`src/rtl/otp_pkg.sv`:
```
package otp_pkg;
  // strobes from the mode control to the address/lock datapath
  typedef struct packed {
    logic hidMode;
    logic accRead;
    logic accProg;
  } ctlStrobes_t;
endpackage

```
`src/rtl/otp_ctl.sv`:
```
module otp_ctl
  import otp_pkg::*;
(
  input  logic        clk,
  input  logic        rst,
  input  logic        cmdEnter,
  input  logic        cmdExit,
  input  logic        cmdRead,
  input  logic        cmdProgram,
  output ctlStrobes_t strobes
);
  logic modeQ;

  // exit has priority over enter; reset clears the mode
  always_ff @(posedge clk) begin
    if (rst)           modeQ <= 1'b0;
    else if (cmdExit)  modeQ <= 1'b0;
    else if (cmdEnter) modeQ <= 1'b1;
  end

  always_comb begin
    strobes.hidMode = modeQ & ~rst;
    strobes.accRead = cmdRead & ~rst;
    strobes.accProg = cmdProgram & ~rst;
  end
endmodule

```
`src/rtl/otp_dp.sv`:
```
module otp_dp
  import otp_pkg::*;
#(
  parameter int IDX_W   = 7,
  parameter int WIN_TOP = 14,
  localparam int DEPTH  = 1 << IDX_W
) (
  input  logic               clk,
  input  ctlStrobes_t        strobes,
  input  logic [WIN_TOP:0]   addrLow,
  output logic               hidSel,
  output logic [IDX_W-1:0]   hidAddr,
  output logic               progEn,
  output logic               protViol
);
  // one lock bit per word; cleared only at power-up, never by rst
  logic [DEPTH-1:0] lockBits = '0;
  logic [IDX_W-1:0] wordIdx;
  logic             winHit;
  logic             anyAcc;
  logic             wordLocked;

  assign wordIdx    = addrLow[IDX_W-1:0];
  assign winHit     = (addrLow[WIN_TOP:IDX_W] == '0);
  assign anyAcc     = strobes.accRead | strobes.accProg;
  assign wordLocked = lockBits[wordIdx];

  always_comb begin
    hidSel   = strobes.hidMode & anyAcc & winHit;
    hidAddr  = hidSel ? wordIdx : '0;
    progEn   = strobes.hidMode & strobes.accProg & winHit & ~wordLocked;
    protViol = strobes.hidMode & strobes.accProg & (~winHit | wordLocked);
  end

  always_ff @(posedge clk) begin
    if (progEn) lockBits[wordIdx] <= 1'b1;
  end
endmodule

```
`src/rtl/hidden_otp_gate.sv`:
```
module hidden_otp_gate
  import otp_pkg::*;
#(
  parameter int ADDR_W  = 22,
  parameter int IDX_W   = 7,
  parameter int WIN_TOP = 14
) (
  input  logic              clk,
  input  logic              rst,
  input  logic              cmdEnter,
  input  logic              cmdExit,
  input  logic              cmdRead,
  input  logic              cmdProgram,
  input  logic [ADDR_W-1:0] addr,
  output logic              hidSel,
  output logic [IDX_W-1:0]  hidAddr,
  output logic              progEn,
  output logic              protViol
);
  ctlStrobes_t strobes;
  logic        unusedTopBits;

  // bits above the window are don't-care
  assign unusedTopBits = ^addr[ADDR_W-1:WIN_TOP+1];

  otp_ctl uCtl (
    .clk(clk), .rst(rst), .cmdEnter(cmdEnter), .cmdExit(cmdExit),
    .cmdRead(cmdRead), .cmdProgram(cmdProgram), .strobes(strobes)
  );

  otp_dp #(.IDX_W(IDX_W), .WIN_TOP(WIN_TOP)) uDp (
    .clk(clk), .strobes(strobes), .addrLow(addr[WIN_TOP:0]),
    .hidSel(hidSel), .hidAddr(hidAddr), .progEn(progEn), .protViol(protViol)
  );
endmodule

```
`config.mk`:
```
export PLATFORM = sky130hd
export DESIGN_NAME = hidden_otp_gate
export DESIGN_NICKNAME = d
export VERILOG_FILES = /design/src/rtl/otp_pkg.sv /design/src/rtl/otp_ctl.sv /design/src/rtl/otp_dp.sv /design/src/rtl/hidden_otp_gate.sv
export SDC_FILE = /design/constraint.sdc
export NUM_CORES = 1
export LEC_CHECK = 0
export CORE_ASPECT_RATIO = 0.6
export CORE_MARGIN = 2
export CORE_UTILIZATION = 60
export DETAILED_ROUTE_END_ITERATION = 6
export PLACE_DENSITY = 0.88
export SLEW_MARGIN = 10
export SYNTH_ARGS = -nofsm -noshare
export SYNTH_HDL_FRONTEND = slang
export SYNTH_HIERARCHICAL = 1
export SYNTH_SLANG_ARGS = --single-unit
```
`constraint.sdc`:
```
create_clock -name clk -period 37.1 [get_ports clk]
set_input_delay 11.13 -clock clk [delete_from_list [all_inputs] [get_ports clk]]
set_output_delay 11.13 -clock clk [all_outputs]
set_load 0.005 [all_outputs]
```
==> results.json, run 1 <==
{
  "die_h_microns": 83.56,
  "synth_seq_cells": 129,
  "postCtsHoldBufs": 0,
  "min-delay-start": "uCtl/modeQ$_SDFFE_PP0P_",
  "grt_usage_pct": 27.54,
  "row_count": 28,
  "grt_max_degree": 92,
  "portBuffers": 30,
  "critical_path.top_delay_family": "buffers and inverters",
  "rsz0062_at_grt": "false",
  "dieWidth_microns": 136.6,
  "ios": 38,
  "drt_pass1_iterations": 5,
  "post-route-period-util_pct": 71.03,
  "critPathKind": "input port to primary output",
  "syn_inst": 479,
  "cts_buffers": 17,
  "setup_viol": 0,
  "synth_edf_count": 128,
  "yosysMostFrequentCell": "edfxtp_1",
  "placed_cell_area_sq_mm": 0.006695,
  "synth.top_cells.by_count": "128 x edfxtp_1, 87 x a21o_1, 51 x mux2i_1",
  "worst_slew_pin_slew_ns": 1.214,
  "timing.rr.start": "uDp/lockBits[18]$_DFFE_PP_",
  "avgViaCountPerCell": 6.782,
  "cp_max_fo": 39,
  "timing.hold.ws_ns": 0.5227,
  "cp_data_arrival_time_ns": 15.22,
  "final_area_sq_mm": 0.007226,
  "grt-ovfl-total": 0,
  "p_comb_share_pct": 5.5,
  "p_total_uw": 327.1,
  "clk_pin_slew_ns": 0.06,
  "slew_headroom_pct": 18.43,
  "multi_input_area_sq_mm": 0.002327,
  "synthFlopType": "edfxtp_1",
  "routed_wl_mm": 14.87,
  "htree_num_levels": 4,
  "start_kind": "input port",
  "synth.avg_cell_area_sq_um": 13.21,
  "hold_viol_final": 0,
  "start_util_pct": 62.95,
  "setup_tns_ns": 0,
  "drt_iter0_drc": 564,
  "max_freq_mhz": 37.95,
  "grt_pass1_wl_mm": 23.35,
  "coreArea_sq_mm": 0.01005,
  "place_hpwl_mm": 9.493,
  "dieArea_sq_mm": 0.01141,
  "synth_nets": 507,
  "ys_types": 37,
  "end_kind": "primary output",
  "min_period_ns": 26.35,
  "syn_to_final_growth_pct": 14.15,
  "ctsResizeCount": 0,
  "cts_tree": "built",
  "leakage_uw": 0.002781,
  "gp_congestion": 0.8168,
  "diodes": 0,
  "worstHoldPathType": "flip-flop to flip-flop",
  "clock_latency_ns": 0.42,
  "crit_chain": "clkdlybuf4s50_1 > nand2b_1 > o22ai_1 > o21ai_0 > a41o_1 > nand4_1 > nor4_2 > buf_4 > clkdlybuf4s50_1",
  "maxCapViolCount": 0,
  "cts_buffer_depth": 2,
  "slowest_stage": "clkdlybuf4s50_1",
  "cts_sinks": 129,
  "ys_top_cells_by_area": "edfxtp_1 61%, a21o_1 10%, mux2i_1 8.1%",
  "yosys_warnings": 6,
  "slew_violations": 0,
  "p_sw_share_pct": 21.98,
  "p_int_uw": 255.2,
  "postRouteAntennaNets": 0,
  "drive_gt1_share_pct": 7.992,
  "synth_largest_area_cell": "edfxtp_1",
  "ys_seq_area_share_pct": 61.04,
  "crit_path_frequent_cell": "clkdlybuf4s50_1",
  "dr_total_vias": 4395,
  "antenna_found_initial": 0,
  "fin_skew_ns": 0.009101,
  "powerDensity_mw_per_mm2": 45.27,
  "ys_async_sr_fraction_pct": 0,
  "postCtsSetupRepairBufs": 0,
  "crit_start": "addr[1]",
  "drc_errors": 0,
  "path_buf_inv": 3,
  "yosysTopAreaCellShare_pct": 60.72,
  "crit_required_ns": 25.97,
  "p_sw_uw": 71.90,
  "fill_cells": 668,
  "syn-cell-area_sq_mm": 0.006330,
  "slowest_delay_ns": 1.09,
  "wire_per_inst_microns": 22.95,
  "nNetsFinal": 528,
  "status": "complete, no violations",
  "clkPwrFrac_pct": 46.2,
  "pwr-share-seq_pct": 48.3,
  "grt_pass1_vias": 4259,
  "ctsRootBufferMaster": "clkbuf_16",
  "seqCellArea_sq_mm": 0.003864,
  "vdd_drop_max_uv": 32.78
}
cells by family (layout without fill, tap and decap cells):
logic type | count (synthesis) | count (layout) | share of synthesized area [%]
AO/OA/AOI/OAI | 183 | 183 | 20.99
buffers and inverters | 34 | 68 | 2.293
flip-flops | 129 | 129 | 61.04
multiplexers | 56 | 56 | 9.429
AND/OR/NAND/NOR | 77 | 77 | 6.246
worst reg2reg max path, cell delays in order (launching register included):
cell	delay, ns
edfxtp_1	0.39
mux4_1	0.54
mux2_4	0.29
a221oi_2	0.26
nand4_1	0.17
nor4_2	0.18
buf_4	0.46
buf_4	0.97
stage by stage:
| step | std cells | worst slack (ns) | util [%] |
|---|---|---|---|
| 3_5_place_dp | 616 | 10.87 | 66.59 |
| 2_1_floorplan | 479 | 1.309 | - |
| 6_report | 648 | 10.75 | 71.86 |
| 4_1_cts | 648 | 10.81 | 71.86 |
| 5_1_grt | 648 | 10.45 | 71.86 |
| 3_3_place_gp | 616 | 10.93 | 66.59 |
final cells by class:
cell class	count	share of cell area [%]
inverter	2	0.1039
clock inverter	12	1.299
clock buffer	20	6.043
sequential	129	53.47
timing repair buffer	34	4.537
multi-input combinational	316	32.21
tap	135	2.338
layer usage:
metal	GRT usage [%]	wire, microns	share of wire, %
met1	39.91	6446	43
met2	39.73	6587	44
met3	8.986	1655	11
met4	8.144	183	1.2
met5	0	0	0
power groups by stage:
| stage | registers (uW) | logic (uW) | clock network [uW] |
|---|---|---|---|
| final | 158 | 18.1 | 151 |
| after global routing | 158 | 19.2 | 159 |
| after CTS | 158 | 17.7 | 152 |
| after detailed placement | 161 | 17.5 | 0 |
| after global placement | 161 | 17.3 | 0 |
| after floorplan | 161 | 11.5 | 0 |
cells in the final DEF (no fill, tap or decap), types with 2 or more instances in the layout:
cell               n
nor4_1             3
nor2_1            17
clkinvlp_4         4
mux2i_1           51
clkdlybuf4s50_1   29
o21ai_0           14
a21o_1            87
or2_2              4
nand3_1            5
clkbuf_1           3
mux2_2             2
nor2b_1           11
clkinv_2           2
and2_1             7
inv_1              2
nand2b_1           7
nor3_1             7
o22ai_1           25
a22oi_1            3
buf_4              5
edfxtp_1         128
a211oi_1           4
clkinv_1           4
a41oi_1            2
clkbuf_16         17
o21bai_1          40
nand2_1           13
state kept, by name, summed over array words and instances, names as in the netlist:
signal	flops
uCtl/modeQ	1
uDp/lockBits	128
path summary, 6_finish.rpt:
path	end	slack [ns]	cells past startpoint
worst min-delay path	uCtl/modeQ$_SDFFE_PP0P_	0.52	2
worst min register to register	uCtl/modeQ$_SDFFE_PP0P_	0.52	2
worst max register to register	uDp/lockBits[22]$_DFFE_PP_	33.33	7
worst max-delay path	progEn	10.75	9
No activity file was read; power rests on OpenSTA's default activity.
==> inputs of run 2 (changes only) <==
Settings changed: CORE_UTILIZATION 60 to 54, PLACE_DENSITY 0.88 to 0.84.
Clock period 37.1 ns to 21.7 ns, I/O delays scaled along.
==> results.json, run 2 (same netlist as run 1, synthesis figures left out) <==
{
  "min_period_ns": 16.71,
  "cp_data_arrival_time_ns": 10.20,
  "fin_skew_ns": 0.01021,
  "postRouteAntennaNets": 0,
  "end_kind": "primary output",
  "grt_pass1_wl_mm": 22.78,
  "cts_sinks": 129,
  "ctsResizeCount": 0,
  "dr_total_vias": 4380,
  "clock_latency_ns": 0.42,
  "vdd_drop_max_uv": 61.55,
  "worstHoldPathType": "flip-flop to flip-flop",
  "antenna_found_initial": 0,
  "powerDensity_mw_per_mm2": 80.80,
  "crit_required_ns": 15.19,
  "portBuffers": 30,
  "maxCapViolCount": 0,
  "setup_viol": 0,
  "cts_buffers": 17,
  "drt_iter0_drc": 602,
  "ctsRootBufferMaster": "clkbuf_16",
  "row_count": 30,
  "drt_pass1_iterations": 5,
  "die_h_microns": 87.87,
  "coreArea_sq_mm": 0.01137,
  "postCtsSetupRepairBufs": 0,
  "diodes": 0,
  "rrSetupSlack_ns": 17.68,
  "grt_max_degree": 70,
  "cp_max_fo": 22,
  "nNetsFinal": 527,
  "leakage_uw": 0.002817,
  "clk_pin_slew_ns": 0.06,
  "critPathKind": "input port to primary output",
  "holdPathStages": 2,
  "htree_num_levels": 4,
  "grt-ovfl-total": 0,
  "worst_slew_pin_slew_ns": 1.286,
  "post-route-period-util_pct": 76.99,
  "p_total_uw": 592.7,
  "start_kind": "input port",
  "place_hpwl_mm": 9.547,
  "largest_register_ffs": 128,
  "grt_usage_pct": 24.64,
  "drive_gt1_share_pct": 8.984,
  "syn_to_final_growth_pct": 15.89,
  "dieWidth_microns": 143.8,
  "max_freq_mhz": 59.86,
  "start_util_pct": 55.65,
  "setup_tns_ns": 0,
  "wire_per_inst_microns": 22.08,
  "final_cell_mix": "128 x edfxtp_1, 87 x a21o_1, 51 x mux2i_1",
  "r2r_cells": 7,
  "gp_congestion": 0.8810,
  "postCtsHoldBufs": 0,
  "dieArea_sq_mm": 0.01263,
  "hold_viol_final": 0,
  "avgViaCountPerCell": 6.518,
  "drc_errors": 0,
  "rsz0062_at_grt": "false",
  "routed_wl_mm": 14.84,
  "grt_pass1_vias": 4127,
  "status": "complete, no violations",
  "slew_headroom_pct": 13.58,
  "cts_buffer_depth": 2,
  "top_register": "uDp/lockBits",
  "final_common_cell": "edfxtp_1",
  "ios": 38,
  "slew_violations": 0,
  "largestRegisters": "uDp/lockBits (128), uCtl/modeQ (1)",
  "cts_tree": "built"
}
[run 2: final timing paths]
path,start,end
min reg2reg,uCtl/modeQ$_SDFFE_PP0P_,uCtl/modeQ$_SDFFE_PP0P_
max,addr[1],progEn
max reg2reg,uDp/lockBits[18]$_DFFE_PP_,uDp/lockBits[61]$_DFFE_PP_
min,uCtl/modeQ$_SDFFE_PP0P_,uCtl/modeQ$_SDFFE_PP0P_
[run 2: critical path: stages]
cell and delay (ns):
clkdlybuf4s50_1 1.02, nand2b_1 0.76, o22ai_1 0.19, o21ai_0 0.31
a41o_1 0.25, nand4_1 0.22, nor4_4 0.33, clkdlybuf4s50_1 0.59
[run 2: power by group]
| group | switching (uW) | internal (uW) | leakage (uW) |
|---|---|---|---|
| Sequential | 0.0509 | 270 | 0.00116 |
| Combinational | 19.8 | 11.0 | 0.00137 |
| Clock | 110 | 182 | 0.000287 |
| Total | 130 | 463 | 0.00282 |
[run 2: layout make-up]
type / instances / area, sq um
inverters: 2 / 7.507
clock buffers: 18 / 429.2
repair buffers: 33 / 320.3
well taps: 160 / 200.2
fillers: 804 / 4038
flip-flops and latches: 129 / 3864
clock inverters: 14 / 178.9
multi-input cells: 316 / 2336
[run 2: metrics by stage]
step / worst slack (ns) / instances / hold WS (ns) / util, % / instance area [sq um]
3_3_place_gp: 5.062 / 640 / 0.4866 / 59.15 / 6728
3_5_place_dp: 5.062 / 640 / 0.5112 / 59.15 / 6728
4_1_cts: 5.017 / 672 / 0.5250 / 64.50 / 7336
2_1_floorplan: 0.3930 / 479 / 0.4606 / - / 6336
5_1_grt: 4.865 / 672 / 0.5376 / 64.50 / 7336
6_report: 4.993 / 672 / 0.5196 / 64.50 / 7336
[run 2: layer usage]
layer | up-vias | part of all wire (%) | GRT usage [%]
met3 | 27 | 9.2 | 6.452
met4 | 0 | 1.7 | 9.002
met5 | - | 0 | 0
met1 | 2193 | 45 | 36.37
li1 | 1920 | - | -
met2 | 240 | 44 | 35.50
==> inputs of run 3 (changes only) <==
Settings changed: CORE_UTILIZATION 54 to 60, PLACE_DENSITY 0.84 to 0.88.
Clock period 21.7 ns to 17.45 ns, I/O delays scaled along.
==> results.json, run 3 (same netlist as run 1, synthesis figures left out) <==
{
  "crit_required_ns": 12.21,
  "cts_tree": "built",
  "final_common_cell": "edfxtp_1",
  "die_h_microns": 83.56,
  "slowest_stage": "clkdlybuf4s50_1",
  "min_period_ns": 14.33,
  "maxCapViolCount": 0,
  "postRouteAntennaNets": 0,
  "fin_skew_ns": 0.01060,
  "ios": 38,
  "syn_to_final_growth_pct": 16.35,
  "gp_congestion": 0.8665,
  "dieWidth_microns": 136.6,
  "ctsRootBufferMaster": "clkbuf_16",
  "drt_pass1_iterations": 5,
  "wire_per_inst_microns": 23.58,
  "grt_pass1_wl_mm": 23.38,
  "drive_gt1_share_pct": 9.198,
  "slowest_delay_ns": 1.08,
  "drc_errors": 0,
  "r2r_cells": 6,
  "post-route-period-util_pct": 82.12,
  "largest_register_ffs": 128,
  "slew_violations": 0,
  "antenna_found_initial": 1,
  "top_register": "uDp/lockBits",
  "diodes": 0,
  "cts_sinks": 129,
  "clock_latency_ns": 0.43,
  "cts_buffers": 17,
  "start_kind": "input port",
  "timing.hold.ws_ns": 0.5285,
  "dieArea_sq_mm": 0.01141,
  "worst_slew_pin_slew_ns": 1.207,
  "ctsResizeCount": 0,
  "crit_cells": 8,
  "dr_total_vias": 4410,
  "nNetsFinal": 526,
  "powerDensity_mw_per_mm2": 104.5,
  "grt_max_degree": 129,
  "postCtsSetupRepairBufs": 0,
  "vdd_drop_max_uv": 83.55,
  "grt-ovfl-total": 0,
  "end_kind": "primary output",
  "rsz0062_at_grt": "false",
  "drt_iter0_drc": 640,
  "postCtsHoldBufs": 0,
  "row_count": 28,
  "status": "complete, no violations",
  "routed_wl_mm": 15.23,
  "path_buf_inv": 2,
  "setup_tns_ns": 0,
  "crit_path_frequent_cell": "clkdlybuf4s50_1",
  "htree_num_levels": 4,
  "cts_buffer_depth": 2,
  "grt_pass1_vias": 4217,
  "holdPathStages": 1,
  "grt_usage_pct": 27.75,
  "avgViaCountPerCell": 6.827,
  "coreArea_sq_mm": 0.01005,
  "cp_max_fo": 22,
  "setup_viol": 0,
  "place_hpwl_mm": 9.542,
  "critical_path.top_delay_family": "buffers and inverters",
  "crit_chain": "clkdlybuf4s50_1 > nand2b_1 > o22ai_1 > o21ai_0 > a41o_1 > nand4_1 > nor4_4 > clkdlybuf4s50_1",
  "largestRegisters": "uDp/lockBits (128), uCtl/modeQ (1)",
  "clk_pin_slew_ns": 0.06,
  "slew_headroom_pct": 19.24,
  "final_cell_mix": "128 x edfxtp_1, 87 x a21o_1, 51 x mux2i_1",
  "worstHoldPathType": "flip-flop to flip-flop",
  "rrSetupSlack_ns": 14.31,
  "max_freq_mhz": 69.78,
  "leakage_uw": 0.002846,
  "critPathKind": "input port to primary output",
  "start_util_pct": 62.95,
  "hold_viol_final": 0,
  "cp_data_arrival_time_ns": 9.10,
  "portBuffers": 30
}
[run 3: cell count changes in the layout (fill, tap and decap cells not counted)]
cell,change
buf_12,+1
bufinv_16,+2
clkbuf_1,-1
nor3_2,+1
buf_4,-2
nor3_1,-1
clkinv_4,+1
clkinvlp_4,-2
[run 3: stage by stage]
| step | std cells | worst slack [ns] | utilization [%] | total power, uW | cell area (sq um) |
|---|---|---|---|---|---|
| floorplan | 479 | 1.601 | - | 366.9 | 6345 |
| global placement | 614 | 3.267 | 66.65 | 378.8 | 6701 |
| detailed placement | 614 | 3.250 | 66.65 | 379.6 | 6701 |
| CTS | 646 | 3.241 | 73.20 | 770.6 | 7360 |
| global route | 646 | 3.050 | 73.25 | 788.2 | 7365 |
| finish | 646 | 3.120 | 73.25 | 769.5 | 7365 |
[run 3: area by class of cell]
type                       instances  area, sq um
sequential                       129         3864
clock buffer                      17        425.4
clock inverter                    15        232.7
timing repair buffer              32        325.3
tap                              135        168.9
inverter                           2        7.507
multi-input combinational        316         2341
fill                             621         2690
[run 3: path summary, 6_finish.rpt]
| kind | from | endpoint |
|---|---|---|
| worst max-delay path | addr[1] | progEn |
| worst min-delay path | uDp/lockBits[78]$_DFFE_PP_ | uDp/lockBits[78]$_DFFE_PP_ |
| worst max register to register | uDp/lockBits[18]$_DFFE_PP_ | uDp/lockBits[88]$_DFFE_PP_ |
| worst min register to register | uDp/lockBits[78]$_DFFE_PP_ | uDp/lockBits[78]$_DFFE_PP_ |
[run 3: where the power goes]
group	total (uW)	switching [uW]	internal (uW)	leakage [uW]
Clock	395	139	255	0.000318
Combinational	38.9	25.2	13.7	0.00137
Sequential	336	0.0685	336	0.00116
Total	769	165	605	0.00285
[run 3: layer usage]
metal	vias to the layer above	wire, microns	global-route usage (%)
met4	0	273	8.239
met1	2181	6566	41.10
li1	1919	-	-
met3	30	1572	7.711
met2	280	6817	40.00
met5	-	0	0
